`src/rtl/rgc_cache.sv`:
```
module rgc_cache #(
  parameter int ADDR_W     = 16,
  parameter int DATA_W     = 32,
  parameter int SETS       = 16,
  parameter int WAYS       = 2,
  parameter int LINE_WORDS = 4
) (
  input  logic              clk,
  input  logic              rst_n,
  input  logic              cpu_valid,
  output logic              cpu_ready,
  input  logic              cpu_write,
  input  logic              cpu_cacheable,
  input  logic [ADDR_W-1:0] cpu_addr,
  input  logic [DATA_W-1:0] cpu_wdata,
  output logic              cpu_done,
  output logic [DATA_W-1:0] cpu_rdata,
  output logic              mem_req,
  output logic              mem_write,
  output logic [ADDR_W-1:0] mem_addr,
  output logic [DATA_W-1:0] mem_wdata,
  input  logic              mem_ack,
  input  logic [DATA_W-1:0] mem_rdata
);
  localparam int OFF_W = $clog2(LINE_WORDS);
  localparam int IDX_W = $clog2(SETS);
  localparam int TAG_W = ADDR_W - IDX_W - OFF_W;
  localparam logic [OFF_W-1:0] LAST = OFF_W'(LINE_WORDS - 1);

  typedef enum logic [2:0] {S_IDLE, S_LOOK, S_FILL, S_MRD, S_MWR} st_t;

  st_t               st;
  logic              r_we, r_c, fill_way;
  logic [ADDR_W-1:0] r_addr;
  logic [DATA_W-1:0] r_wdata, rdata_q;
  logic [OFF_W-1:0]  cnt;
  logic              done_q;

  logic [DATA_W-1:0] dat  [2][SETS][LINE_WORDS];
  logic [TAG_W-1:0]  tags [2][SETS];
  logic [SETS-1:0]   vld  [2];
  logic [SETS-1:0]   lru;

  logic [TAG_W-1:0] r_tag;
  logic [IDX_W-1:0] r_idx;
  logic [OFF_W-1:0] r_off;
  logic hit0, hit1, hit, hit_way, victim, fill_last;

  assign r_tag = r_addr[ADDR_W-1 -: TAG_W];
  assign r_idx = r_addr[OFF_W +: IDX_W];
  assign r_off = r_addr[OFF_W-1:0];

  assign hit0    = vld[0][r_idx] && (tags[0][r_idx] == r_tag);
  assign hit1    = (WAYS > 1) && vld[1][r_idx] && (tags[1][r_idx] == r_tag);
  assign hit     = hit0 || hit1;
  assign hit_way = hit1;

  always_comb begin
    if (!vld[0][r_idx])                 victim = 1'b0;
    else if (WAYS < 2)                  victim = 1'b0;
    else if (!vld[1][r_idx])            victim = 1'b1;
    else                                victim = lru[r_idx];
  end

  assign fill_last = (st == S_FILL) && mem_ack && (cnt == LAST);

  assign cpu_ready = (st == S_IDLE);
  assign cpu_done  = done_q;
  assign cpu_rdata = rdata_q;
  assign mem_req   = (st == S_FILL) || (st == S_MRD) || (st == S_MWR);
  assign mem_write = (st == S_MWR);
  assign mem_addr  = (st == S_FILL) ? {r_tag, r_idx, cnt} : r_addr;
  assign mem_wdata = r_wdata;

  always_ff @(posedge clk or negedge rst_n) begin
    if (!rst_n) begin
      st       <= S_IDLE;
      r_we     <= 1'b0;
      r_c      <= 1'b0;
      r_addr   <= '0;
      r_wdata  <= '0;
      rdata_q  <= '0;
      cnt      <= '0;
      fill_way <= 1'b0;
      done_q   <= 1'b0;
      vld[0]   <= '0;
      vld[1]   <= '0;
      lru      <= '0;
    end else begin
      done_q <= 1'b0;
      case (st)
        S_IDLE: if (cpu_valid) begin
          r_we    <= cpu_write;
          r_c     <= cpu_cacheable;
          r_addr  <= cpu_addr;
          r_wdata <= cpu_wdata;
          st      <= S_LOOK;
        end
        S_LOOK: begin
          if (!r_c) begin
            st <= r_we ? S_MWR : S_MRD;
          end else if (r_we) begin
            if (hit) lru[r_idx] <= ~hit_way;
            st <= S_MWR;
          end else if (hit) begin
            done_q      <= 1'b1;
            rdata_q     <= dat[hit_way][r_idx][r_off];
            lru[r_idx]  <= ~hit_way;
            st          <= S_IDLE;
          end else begin
            fill_way <= victim;
            cnt      <= '0;
            st       <= S_FILL;
          end
        end
        S_FILL: if (mem_ack) begin
          if (cnt == r_off) begin
            done_q  <= 1'b1;
            rdata_q <= mem_rdata;
          end
          if (cnt == LAST) begin
            vld[fill_way][r_idx] <= 1'b1;
            lru[r_idx]           <= ~fill_way;
            st                   <= S_IDLE;
          end else begin
            cnt <= cnt + 1'b1;
          end
        end
        S_MRD: if (mem_ack) begin
          done_q  <= 1'b1;
          rdata_q <= mem_rdata;
          st      <= S_IDLE;
        end
        S_MWR: if (mem_ack) begin
          done_q <= 1'b1;
          st     <= S_IDLE;
        end
        default: st <= S_IDLE;
      endcase
    end
  end

  always_ff @(posedge clk) begin
    if ((st == S_FILL) && mem_ack)
      dat[fill_way][r_idx][cnt] <= mem_rdata;
    if (fill_last)
      tags[fill_way][r_idx] <= r_tag;
    if ((st == S_LOOK) && r_c && r_we && hit)
      dat[hit_way][r_idx][r_off] <= r_wdata;
  end
endmodule

```
`config.mk`:
```
export PLATFORM = sky130hd
export DESIGN_NAME = rgc_cache
export DESIGN_NICKNAME = d
export VERILOG_FILES = /design/src/rtl/rgc_cache.sv
export SDC_FILE = /design/constraint.sdc
export NUM_CORES = 2
export LEC_CHECK = 0
export BUFFER_PORTS_ARGS = -buffer_cell sky130_fd_sc_hd__buf_2
export CORE_MARGIN = 4
export CORE_UTILIZATION = 59
export CTS_CLUSTER_DIAMETER = 80
export DETAILED_ROUTE_END_ITERATION = 7
export GPL_TIMING_DRIVEN = 1
export MAX_ROUTING_LAYER = met4
export PLACE_DENSITY_LB_ADDON = 0.1
export SYNTH_ARGS = -nofsm -noshare
export SYNTH_HDL_FRONTEND = slang
export SYNTH_MEMORY_MAX_BITS = 65536
export SYNTH_SLANG_ARGS = --single-unit
```
`constraint.sdc`:
```
create_clock -name clk -period 9.7 [get_ports clk]
set_clock_uncertainty 0.1 [all_clocks]
set_input_delay 0 -clock clk [delete_from_list [all_inputs] [get_ports clk]]
set_output_delay 0 -clock clk [all_outputs]
set_load 0.05 [all_outputs]
```
; ---- Yosys cells after proc, flatten, opt, wreduce, memory -nomap -nowiden
; Memories as Yosys holds them, arrays and structs flattened.
; Cells that the tools add are included.
[totals]
out_inout_bits = 84
mem_bits_rw = 4416
inputBits = 86
regBits = 137
wordCells = 160
mem_count = 2
[classes]
n_reduce_logical = 27
addsub = 1
n_eq_ne = 19
muxes = 80
bitwise_logic = 9
order_cmp = 10
[mem_list]
columns = memory, depth, word_bits, read_ports, rd_ports_with_merged_regs, wr, line_no
row1 = dat, 2, 2048, 1, 0, 1, 39  ; logic [DATA_W-1:0] dat [2][SETS][LINE_WORDS];
row2 = tags, 2, 160, 2, 0, 1, 40  ; logic [TAG_W-1:0] tags [2][SETS];
[op_table]
columns = cell, count
row1 = two-way mux 2048 bit, 4
row2 = OR reduction 2048 bit, 1
row3 = demux 128 bit (select 4 bit), 2
row4 = binary-select mux 128 bit (select 4 bit), 1
row5 = two-way mux 128 bit, 4
row6 = two-way mux 32 bit, 10
row7 = two-way mux 160 bit, 1
row8 = demux 32 bit (select 2 bit), 2
row9 = case mux 32 bit (3 select lines), 1
row10 = binary-select mux 10 bit (select 4 bit), 2
row11 = two-way mux 16 bit, 5
row12 = binary-select mux 32 bit (select 2 bit), 1
row13 = two-way mux 10 bit, 5
row14 = demux 10 bit (select 4 bit), 1
row15 = bitwise mux 16 bit, 2
row16 = bitwise OR 32 bit, 1
row17 = case mux 16 bit (2 select lines), 1
row18 = two-way mux 3 bit, 7
row19 = == test 10 bit, 2
row20 = "inequality test 2 bit, second input constant", 10
row21 = demux 16 bit (select 1 bit), 1
row22 = two-way mux 1 bit, 16
row23 = two-way mux 2 bit, 7
row24 = binary-select mux 1 bit (select 4 bit), 3
row25 = other kinds (35), 56

; ---- Longest topological paths before layout
; An unclocked memory read counts as a cell.
[depth]
word_depth = 17
ltp_mapped = 20
ltp_nobuf = 11

; ---- Worst setup path before layout
; No wires, ideal clock.
[synth_timing]
path_kind = register to register
startpoint = reg r_addr[2]
endpoint = mem dat[0][1440] in the netlist's numbering, enable pin
n_path_buf = 3
required_time_ps = 9179
slack_ps = 3940
t_arrival_ps = 5239
synth_period_minus_slack_ps = 5760
setup_time_ps = 421
stages_incl_launch_ff = 15
path_cell_list = dfrtp_1 > buf_2 > buf_1 > mux4_2 > mux4_2 > xnor2_1 > nand4_1 > nor3_1 > a31oi_1 > nor2_1 > nand2_1 > a21boi_0 > a21oi_1 > buf_2 > nor2_1
[synth_between]
elab_chain_cells = 12
elab_cells_between_ends = 30
classes_between = order compare (2) / eq/ne (2) / mux (19) / bitwise (1) / reduce/logical (6)
[synth_rtl]
columns = item, line_no
row1 = from (decl), 34  ; logic [ADDR_W-1:0] r_addr;
row2 = from (signal assigned), 95  ; r_addr <= cpu_addr;
row3 = inverter 4 -> 5 bit (not written as such), n/a
row4 = "binary-select mux 10 bit (select 4 bit), on equally long branches", "53, 54"
row5 = "two-way mux 10 bit, on equally long branches (2 in series)", "53, 54"
row6 = "== test 10 bit, on equally long branches", "53, 54"
row7 = "logical AND 1 bit, on equally long branches", "53, 54"
row8 = logical OR 1 bit, 55  ; assign hit = hit0 || hit1;
row9 = logical AND 1 bit, 148  ; if ((st == S_LOOK) && r_c && r_we && hit)
row10 = two-way mux 1 bit, 148
row11 = two-way mux 2048 bit (not written as such), 149  ; dat[hit_way][r_idx][r_off] <= r_wdata;
row12 = OR reduction 2048 bit (no source line), n/a
row13 = two-way mux 1 bit (no source line) / two-way mux 2048 bit (equally long branches), n/a
row14 = to (decl), 39
; Several ways; a longest one is shown, not always the timed one. The select of a mux whose other input is x is not followed.

; ---- Worst setup path in the final report
[layout_timing]
startpoint = reg r_addr[2]
endpoint = reg rdata_q[3], in the netlist cpu_rdata[3]
[layout_between]
elab_chain_cells = 17
elab_cells_between_ends = 29
classes_between = eq/ne (3) / mux (20) / bitwise (1) / reduce/logical (4) / memory (1)
[layout_rtl]
columns = item, line_no
row1 = inverter 4 -> 5 bit (not written as such), "53, 54, 107"
row2 = binary-select mux 10 bit (select 4 bit), 54  ; assign hit1 = (WAYS > 1) && vld[1][r_idx] && (tags[1][r_idx] == r_tag);
row3 = two-way mux 10 bit (not written as such) (2 in series), 54
row4 = == test 10 bit, 54
row5 = logical AND 1 bit, 54
row6 = memory (2 x 2048 bit), n/a
row7 = binary-select mux 128 bit (select 4 bit), 107  ; rdata_q <= dat[hit_way][r_idx][r_off];
row8 = two-way mux 128 bit (not written as such) (2 in series), 107
row9 = binary-select mux 32 bit (select 2 bit), 107
row10 = two-way mux 32 bit (not written as such) (2 in series), 107
row11 = two-way mux 32 bit, 105  ; end else if (hit) begin
row12 = two-way mux 32 bit, 102  ; end else if (r_we) begin
row13 = two-way mux 32 bit, 100  ; if (!r_c) begin
row14 = case mux 32 bit (3 select lines), 91  ; case (st)
row15 = to (signal assigned), 107
row16 = to (signal assigned), 119  ; rdata_q <= mem_rdata;
row17 = to (signal assigned), 131  ; rdata_q <= mem_rdata;
row18 = to (decl), 35  ; logic [DATA_W-1:0] r_wdata, rdata_q;
; Several ways; a longest one is shown, not always the timed one. The select of a mux whose other input is x is not followed.
; A chain may end at the register's enable or synchronous reset.

==> metrics <==
hold path depth 5; Worst Tran Pin Value 1650 ps; vias per inst 6.80; top achievable clock speed 124 MHz; Synth Instances 9365; crit path cell chain buf_4, nor2b_4, buf_4, a22oi_1, nand2_1, xor2_1, a41o_1, a31oi_1, buf_4, or2_2, nand2b_2, a21oi_1, o31a_1, a31o_1; Place WS 1690 ps; cell taking the most area after synthesis edfxtp_1; leakage power total 65.2 nW; max incr delay on CP 1400 ps; IO buf count 169; unique cell type count in the Yosys netlist 69; pwr dens between 200 and 300 nW/um2; layout cells sized above 1 0.225; Final Slew Violations 7; Post-DP HPWL 303 mm; Arr. time, crit path a little under 9000 ps; EDFF count, synth about 4400; status finished, violations left; TritonCTS buffer count 450; Core Box Area 300000 um2; Worst-path clk slew about 60 ps; R2R cell count 14; Final WS setup 1650 ps; multi-input combinational cell area 40500 um2; Initial Utilization 0.593; relative slew slack -0.109; row count between 200 and 250; clock root cell clkbuf_16; worst r2r dst cpu_rdata[3]; # resized after CTS 0; All-Layer GR Usage 0.337; Primary FF master, synth edfxtp_1; flops & latches, synth about 4600; largest net degree at the start of global routing 157; clk_lat worst skew around 970 ps; R2R Path Start r_addr[2]; crit path time final roughly 8100 ps; hold slack final 80.5 ps; HP Start mem_rdata[27]; Fin. Hold Viols 0; failing checks capacitance limit, slew limit; Iter 0 DRT Violations 14446; final WL 509 mm; die area 310000 um2; first drt pass iteration count 6; Bufs and invs on worst path 3; initial antenna violation count 58; flop2flop setup slack 1650 ps; Final TNS setup 0 ps; Required @ worst endpoint 10500 ps; Hold Path Class in2reg; CTS Buffer Depth 4; Most common cell on crit path buf_4; hold path endpoint cpu_rdata[27]; Synth area leaders edfxtp_1, mux4_2, mux2i_1; number of global-route vias before repair 93440; TritonCTS clock tree built; vias 96472; CTS sink count between 4000 and 5000; top cell family by delay on the critical path compound AO/OA/AOI/OAI gates; area grow syn2layout 13.1%; sequential-to-total area share from yosys stat 0.765; CP Class reg2reg; Synth top area share 0.745; Die Wd 557 um; sequential cell area roughly 140000 um2; gr ovfl total 0; fin nets 9822; average cell area after synthesis 19.0 um2; gpl congestion approximately 0.95; die height 557 um; Crit. End Element flip-flop; Mapped Nets 9455; Final Cycle Share 0.830; CTS H-Tree Depth 5; async set-reset flop share out of synthesis 0.0301; WL/cell 35.9 um; Worst path slowest cell a21oi_1; fill count 19261; number of max-cap violations 4; Post-Synthesis Cell Area 178000 um2; first-pass GRT wire length a little over 700 mm; post-route ant nets 0; Remaining DRCs 0; # setup viols final 0; Syn. warnings 0; crit path launch type flip-flop; RSZ-0062 raised after global routing false; Worst VDD drop between 0.0003 and 0.0004 V; crit-path max FO 53; Top-Level Pins 170
-- per-stage QoR --
stage | power, W | cell area (um2) | util | cells
2_1_floorplan | 0.0310 | 178000 | - | 9365
3_3_place_gp | 0.0362 | 184000 | 0.615 | 13081
3_5_place_dp | 0.0362 | 184000 | 0.615 | 13082
4_1_cts | 0.0538 | 201000 | 0.670 | 14074
5_1_grt | 0.0554 | 201000 | 0.671 | 14168
6_report | 0.0539 | 201000 | 0.671 | 14181
-- cell type report --
class                           instances  area share
Antenna cell                          106     0.00132
Tap cell                             3958      0.0246
Multi-Input combinational cell       4155       0.201
Inverter                               15    0.000330
Clock inverter                        299      0.0160
Clock buffer                          538      0.0584
Timing Repair Buffer                  557      0.0220
Sequential cell                      4553       0.676
-- cell usage after synthesis (all sizes together), types with 3 or more instances --
cell type,instances
a31o,33
nand2b,10
o21ai,149
clkbuf,465
a32o,33
o211ai,65
or3,4
ha,4
o311a,32
a211oi,34
o22a,4
mux4,762
or4,31
a22o,5
a31oi,69
a2111oi,33
xnor2,19
xor2,5
and2,35
o31a,32
edfxtp,4416
nor3b,3
mux2,229
o221ai,33
a22oi,6
mux2i,389
o2bb2ai,64
inv,15
nand3,630
a21oi,134
a311o,31
nand2,653
o21bai,32
o22ai,3
dfrtp,137
a221oi,97
nor2b,12
nor2,244
nor3,11
o211a,32
and3,69
or2,34
nand4,71
buf,177
-- registers in the layout, summed over array words and instances, names as in the netlist --
name       cells
cnt            2
cpu_done       1
cpu_rdata     32
dat         4096
fill_way       1
lru           16
mem_wdata     32
r_addr        16
r_c            1
r_we           1
st             3
tags         320
vld           32
-- worst max path at each step --
stage	cells past startpoint	endpoint	start	slack [ps]
after global routing	15	dat[1][1332]	r_addr[2]	1360
final	14	cpu_rdata[3]	r_addr[2]	1650
after floorplan	14	dat[0][1440]	r_addr[2]	3940
after CTS	13	cpu_rdata[0]	r_addr[2]	1640
after detailed placement	13	cpu_rdata[0]	r_addr[2]	1690
after global placement	13	cpu_rdata[0]	r_addr[2]	1630
-- cells in the final DEF (no fill, tap or decap), types with 33 or more instances in the layout --
master         instances
nand2_1              646
bufinv_16             61
mux2i_1              389
a31oi_1               69
or2_2                 34
and3_1                68
dlygate4sd3_1        154
buf_2                168
diode_2              106
o21ai_0              148
o211ai_1              65
clkinv_1              94
nor2_4               131
mux4_2               762
nand3_1              629
o2bb2ai_1             64
o221ai_1              33
a32o_1                33
buf_4                210
nor2_1                97
mux2_2               196
dfrtp_1              132
a211oi_1              34
clkbuf_1              77
clkinv_2              94
a221oi_1              97
a21oi_1              131
clkbuf_16            455
nand4_1               71
edfxtp_1            4416
-- power breakdown --
part | total, W | internal [W] | switching (W)
Combinational | 0.0136 | 0.00462 | 0.00897
Sequential | 0.0226 | 0.0220 | 0.000649
Clock | 0.0177 | 0.0103 | 0.00745
-- what timing repair did --
item / in CTS / in global routing
hold endpoints to repair: 1433 / 0
hold buffers: 155 / 0
buffers inserted: 0 / 0
-- worst reg2reg max path: stages (launching register included) --
cell and delay (ps):
dfrtp_4 1010, buf_4 650, nor2b_4 310, buf_4 480, a22oi_1 190, nand2_1 130, xor2_1 80, a41o_1 310
a31oi_1 940, buf_4 290, or2_2 560, nand2b_2 720, a21oi_1 1430, o31a_1 630, a31o_1 170
-- per-layer routing --
metal | track usage | part of all wire | wire [um] | vias up
met5 | - | 0 | 0 | -
met4 | 0.175 | 0.062 | 31500 | 0
met3 | 0.0693 | 0.10 | 53300 | 1041
met2 | 0.491 | 0.46 | 235000 | 5731
met1 | 0.458 | 0.37 | 189000 | 50607
li1 | - | - | - | 39093
-- logic make-up after synthesis --
kind of cell	after synthesis	share of synthesized area
AOI/OAI and AO/OA	936	0.0392
xor gates and xnor gates	24	0.00118
muxes	1380	0.133
DFF	4553	0.765
buffers and inverters	657	0.0152
adders and majority gates	4	0.000281
and+or+nand+nor	1811	0.0468
Power figures use the tool's default switching activity.
